$ cat src/rtl/mii_txcap_pkg.sv
package mii_txcap_pkg;

    localparam int NIB_W  = 4;
    localparam int CODE_W = 5;

    typedef logic [NIB_W-1:0]  nibble_t;
    typedef logic [CODE_W-1:0] code_t;

    localparam code_t CG_IDLE = 5'b11111;
    localparam code_t CG_HALT = 5'b00100;

    typedef struct packed {
        logic    en;
        logic    er;
        nibble_t dat;
    } mii_tx_t;

    typedef enum logic {
        EDGE_RISE = 1'b0,
        EDGE_FALL = 1'b1
    } edge_sel_e;

    function automatic code_t enc4b5b(input nibble_t n);
        code_t c;
        case (n)
            4'h0: c = 5'b11110;
            4'h1: c = 5'b01001;
            4'h2: c = 5'b10100;
            4'h3: c = 5'b10101;
            4'h4: c = 5'b01010;
            4'h5: c = 5'b01011;
            4'h6: c = 5'b01110;
            4'h7: c = 5'b01111;
            4'h8: c = 5'b10010;
            4'h9: c = 5'b10011;
            4'hA: c = 5'b10110;
            4'hB: c = 5'b10111;
            4'hC: c = 5'b11010;
            4'hD: c = 5'b11011;
            4'hE: c = 5'b11100;
            default: c = 5'b11101;
        endcase
        return c;
    endfunction

    // Error wins over data; no enable and no error gives idle.
    function automatic code_t map_group(input mii_tx_t s);
        code_t c;
        if (s.er)
            c = CG_HALT;
        else if (s.en)
            c = enc4b5b(s.dat);
        else
            c = CG_IDLE;
        return c;
    endfunction

endpackage

$ cat src/rtl/mii_txcap_mode.sv
module mii_txcap_mode
    import mii_txcap_pkg::*;
(
    input  logic      clk,
    input  logic      rst,
    input  logic      adv_req,
    input  logic      live_en,
    input  logic      fall_en,
    input  logic      held_en,
    output edge_sel_e edge_sel
);

    edge_sel_e mode_q;
    logic      quiet;

    // No enable anywhere in the capture path: safe to switch edges.
    assign quiet = ~live_en & ~fall_en & ~held_en;

    always_ff @(posedge clk) begin
        if (rst)
            mode_q <= EDGE_RISE;
        else if (quiet)
            mode_q <= adv_req ? EDGE_FALL : EDGE_RISE;
    end

    assign edge_sel = mode_q;

endmodule

$ cat src/rtl/mii_txcap_edge.sv
module mii_txcap_edge
    import mii_txcap_pkg::*;
#(
    parameter bit ADV_ENABLE = 1'b1
) (
    input  logic      clk,
    input  logic      rst,
    input  edge_sel_e edge_sel,
    input  mii_tx_t   live,
    output mii_tx_t   held,
    output logic      fall_en
);

    mii_tx_t held_q;
    mii_tx_t fall_q;

    generate
        if (ADV_ENABLE) begin : g_fall
            always_ff @(negedge clk) begin
                if (rst)
                    fall_q <= '0;
                else
                    fall_q <= live;
            end

            always_ff @(posedge clk) begin
                if (rst)
                    held_q <= '0;
                else if (edge_sel == EDGE_FALL)
                    held_q <= fall_q;
                else
                    held_q <= live;
            end
        end else begin : g_rise_only
            assign fall_q = '0;

            always_ff @(posedge clk) begin
                if (rst)
                    held_q <= '0;
                else
                    held_q <= live;
            end
        end
    endgenerate

    assign held    = held_q;
    assign fall_en = fall_q.en;

endmodule

$ cat src/rtl/mii_txcap_enc.sv
module mii_txcap_enc
    import mii_txcap_pkg::*;
(
    input  logic    clk,
    input  logic    rst,
    input  mii_tx_t held,
    output code_t   code,
    output logic    active
);

    code_t code_q;
    logic  active_q;

    always_ff @(posedge clk) begin
        if (rst) begin
            code_q   <= CG_IDLE;
            active_q <= 1'b0;
        end else begin
            code_q   <= map_group(held);
            active_q <= held.en;
        end
    end

    assign code   = code_q;
    assign active = active_q;

endmodule

$ cat src/rtl/mii_txcap.sv
module mii_txcap
    import mii_txcap_pkg::*;
#(
    parameter bit ADV_ENABLE = 1'b1
) (
    input  logic              clk,
    input  logic              rst,
    input  logic              adv_clk_mode,
    input  logic [NIB_W-1:0]  txd,
    input  logic              tx_en,
    input  logic              tx_er,
    output logic [CODE_W-1:0] code_grp,
    output logic              frame_active
);

    mii_tx_t   live_w;
    mii_tx_t   held_w;
    edge_sel_e edge_w;
    logic      fall_en_w;
    logic      adv_eff;
    logic      mode_fall_w;

    assign live_w.en  = tx_en;
    assign live_w.er  = tx_er;
    assign live_w.dat = txd;

    assign adv_eff     = ADV_ENABLE ? adv_clk_mode : 1'b0;
    assign mode_fall_w = (edge_w == EDGE_FALL);

    mii_txcap_mode u_mode (
        .clk      (clk),
        .rst      (rst),
        .adv_req  (adv_eff),
        .live_en  (tx_en),
        .fall_en  (fall_en_w),
        .held_en  (held_w.en),
        .edge_sel (edge_w)
    );

    mii_txcap_edge #(
        .ADV_ENABLE (ADV_ENABLE)
    ) u_edge (
        .clk      (clk),
        .rst      (rst),
        .edge_sel (edge_w),
        .live     (live_w),
        .held     (held_w),
        .fall_en  (fall_en_w)
    );

    mii_txcap_enc u_enc (
        .clk    (clk),
        .rst    (rst),
        .held   (held_w),
        .code   (code_grp),
        .active (frame_active)
    );

endmodule

$ cat config.mk
export PLATFORM = sky130hd
export DESIGN_NAME = mii_txcap
export DESIGN_NICKNAME = d
export VERILOG_FILES = /design/src/rtl/mii_txcap_pkg.sv /design/src/rtl/mii_txcap_mode.sv /design/src/rtl/mii_txcap_edge.sv /design/src/rtl/mii_txcap_enc.sv /design/src/rtl/mii_txcap.sv
export SDC_FILE = /design/constraint.sdc
export NUM_CORES = 1
export LEC_CHECK = 0
export ABC_CLOCK_PERIOD_IN_PS = 1090
export BUFFER_PORTS_ARGS = -buffer_cell sky130_fd_sc_hd__buf_4
export CAP_MARGIN = 20
export CORE_ASPECT_RATIO = 1.4
export CORE_UTILIZATION = 35
export CTS_CLUSTER_DIAMETER = 50
export CTS_CLUSTER_SIZE = 12
export DETAILED_ROUTE_END_ITERATION = 10
export PLACE_DENSITY = 0.56
export SYNTH_ARGS = -nofsm -noshare
export SYNTH_HDL_FRONTEND = slang
export SYNTH_SLANG_ARGS = --single-unit
export TNS_END_PERCENT = 50
$ cat constraint.sdc
create_clock -name clk -period 1.09 [get_ports clk]
set_clock_uncertainty 0.1 [all_clocks]
set_input_delay 0.0545 -clock clk [delete_from_list [all_inputs] [get_ports clk]]
set_output_delay 0.0545 -clock clk [all_outputs]
set_load 0.005 [all_outputs]
# Word level (Yosys, flattened, before mapping)
# Memory sizes are Yosys's and may differ from the RTL's. A register that Yosys moved wholly into a read port is not among the register bits.
# Cells that the tools add are included.
# classes
n_mux	5
bitwise	5
n_reduce_logical	1
# op_table
op	count
two-way mux 5 bit	2
two-way mux 6 bit	1
two-way mux 4 bit	1
inverter 1 bit	3
OR reduction 3 bit	1
bitwise AND 1 bit	2
two-way mux 1 bit	1
# totals
register_bits	15
mem_bits_ro	80
inputBits	9
out_inout_bits	6
wordCells	21
n_memories	1
# mem_list
name	words	width	read_ports	rd_ports_with_merged_regs	wr	line	source
(no name shown)	16	5	1	1	0	mii_txcap_pkg.sv:25	case (n)

# Logic depth before layout (Yosys ltp)
# logic_depth
ltp_word	3
ltp_mapped	4
ltp_nobuf	3

# By module
# Synthesis repeated with hierarchy kept, for this count alone.
# hier_totals
cells_unflattened	58
area_unflattened_um2	645.6
# modules_own_cells
module	instances	cells_each	area_per_inst_um2	seq_area_each_um2
mii_txcap_edge	1	33	380.4	240.2
mii_txcap_enc	1	21	222.7	120.1
mii_txcap_mode	1	4	42.5	20.0

==> impl_metrics.yaml <==
clock_tree:
  clk_pin_slew_ns: 0.11
  clkLatencyLatePin_ns: 0.36
  ctsHoldBuffers: 4
  h-tree-depth: 1
  cts-root-buf: "clkbuf_4"
  numCtsBuffers: 3
  clock_path_buffers: 2
  clkSinkCount: 20
  cts_tree: "done"
synth:
  synthFlopType: "dfxtp_1"
  synth_warnings: 0
  synth_cells: 63
  synth-async-reset-ratio: 0
  syn_nets: 72
  synth-edff-count: 0
  synth_area_um2: 711
  ys_types: 19
  yosys.area.top_type: "dfxtp_1"
  synth.ff_latch_count: 20
  synth_top_area_frac: 0.563
  yosys-top-cells-area: "dfxtp_1 56%, nor2b_1 9.7%, mux2i_1 8.5%"
  synth-seq-area-share: 0.563
  postSynthAreaPerCell_um2: 11.3
cells_and_area:
  register_area_um2: 405
  final_common_cell: "buf_4"
  fillers: 163
  layout_common_cells: "18 x buf_4, 16 x dfxtp_1, 11 x nor2b_1, 6 x inv_1"
  drive_gt1_frac: 0.409
  area_growth_pct: 46.7
  final_area_um2: 1040
  fin_cells: 113
  nets: 103
  multi_input_area_um2: 330
  n_antenna_cell: 0
timing:
  slew_headroom: 0.829
  rsz0062_at_grt: "yes"
  worst_slew_pin_slew_ns: 0.251
  whs_ns: -0.0362
  setup_viol: 8
  final_max_slew_viol_count: 0
  layout_setup_ws_ns: -0.503
  hold_viol: 1
power:
  p_leak_nw: 0.452
  powerDensity_nw_per_um2: 1620
  ir_worst_vdd_uv: 1420
  finalPower_mw: 1.69
floorplanning:
  die_y_um: 55.3
  start_util: 0.390
  io_pins: 15
  num_rows: 18
  coreArea_um2: 1820
  die_w_um: 40.1
  dieArea_um2: 2220
worst_hold_path:
  min_path_type: "in2reg"
  hold_depth: 3
  holdCritStartpoint: "txd[1]"
routing:
  routedWlPerCell_um: 10.2
  vias: 518
  drc: 0
  drt-initial-drc-count: 3
  first_pass_iters: 2
  drtAntennaViolNets: 0
  wirelength_um: 1160
  via_per_inst: 4.58
setup_path:
  critPathCaptureType: "register"
  cp_max_fo: 2
  crit_required_ns: 1.18
  path_class: "reg2reg"
  arrival_ns: 1.69
  rrSetupSlack_ns: -0.50
  worstReg2RegStart: "u_edge.fall_q[3]"
  critPathLaunchType: "register"
  rr_worst_depth: 3
global_route:
  grt_pass1_vias: 488
  grt_max_degree: 13
  grt.total_usage: 0.134
  gr-total-overflow: 0
  antenna_found_initial: 0
  grt_pass1_wl_um: 2030
job:
  drv_cap: 0
placement:
  place_inst: 98
  place_congestion: 0.661
  dpl_cell_area_um2: 880
  dp_hpwl_um: 837
  io_buffer_count: 14
outcome:
  violations: "hold timing, setup timing"
  outcome: "finished with violations"
## repair_timing
item                                    in CTS  in global routing
endpoints found under the hold margin        7                  1
pin swaps                                    3                  0
gates resized for setup                      8                  4
buffers inserted                             2                  0
endpoints found under the setup margin       8                  8
## stage by stage
step | utilization | setup TNS, ns | hold WS (ns) | setup WS [ns]
2_1_floorplan | - | -2.78 | 0.0378 | -0.417
3_3_place_gp | 0.482 | -2.74 | 0.199 | -0.469
3_5_place_dp | 0.482 | -2.79 | 0.202 | -0.467
4_1_cts | 0.564 | -3.07 | -0.0399 | -0.508
5_1_grt | 0.571 | -3.45 | -0.0310 | -0.535
6_report | 0.571 | -3.00 | -0.0362 | -0.503
## layer usage
metal,wire length (um),GRT usage,up-vias,share of wire
met1,499,0.155,229,0.43
li1,-,-,271,-
met2,564,0.196,14,0.49
met5,0,0,-,0
met3,62,0.0482,4,0.054
met4,31,0.0887,0,0.027
## final cells by class
type | instances | area share
clock buffers | 3 | 0.0216
clock inverters | 7 | 0.0504
well taps | 20 | 0.0240
repair buffers | 24 | 0.198
flip-flops and latches | 20 | 0.389
multi-input cells | 39 | 0.317
## cells by family after synthesis
kind of cell / synth area share
compound gates: 0.0898
flops: 0.563
buf+inv: 0.0317
mux: 0.157
simple gates: 0.158
## Yosys cell counts (2+ instances only)
cell type  instances
o21bai_1           4
mux2i_1            6
nor2_1             6
nor2b_1           11
dfxtp_1           20
clkbuf_1           2
nor3_1             2
## power breakdown
group / leakage, nW / switching, mW / internal (mW) / total [mW]
logic: 0.225 / 0.0771 / 0.127 / 0.205
registers: 0.167 / 0.0236 / 0.780 / 0.804
clock network: 0.0599 / 0.284 / 0.400 / 0.684
## how the worst max path moves through the flow
| stage | startpoint | slack (ns) | to | cells after the start |
|---|---|---|---|---|
| floorplan | u_edge.fall_q[3] | -0.42 | register | 3 |
| global placement | u_edge.fall_q[2] | -0.47 | register | 3 |
| detailed placement | u_edge.fall_q[2] | -0.47 | register | 3 |
| CTS | u_edge.fall_q[2] | -0.51 | register | 3 |
| global route | u_edge.fall_q[2] | -0.53 | register | 3 |
| finish | u_edge.fall_q[3] | -0.50 | register | 3 |
## critical path, cell delays in order, from the launching register on
cell and delay (ns):
dfxtp_2 0.31, mux2_4 0.25, a211oi_2 0.14, mux2i_1 0.09
Note: power is estimated with default switching activity, not from simulation.
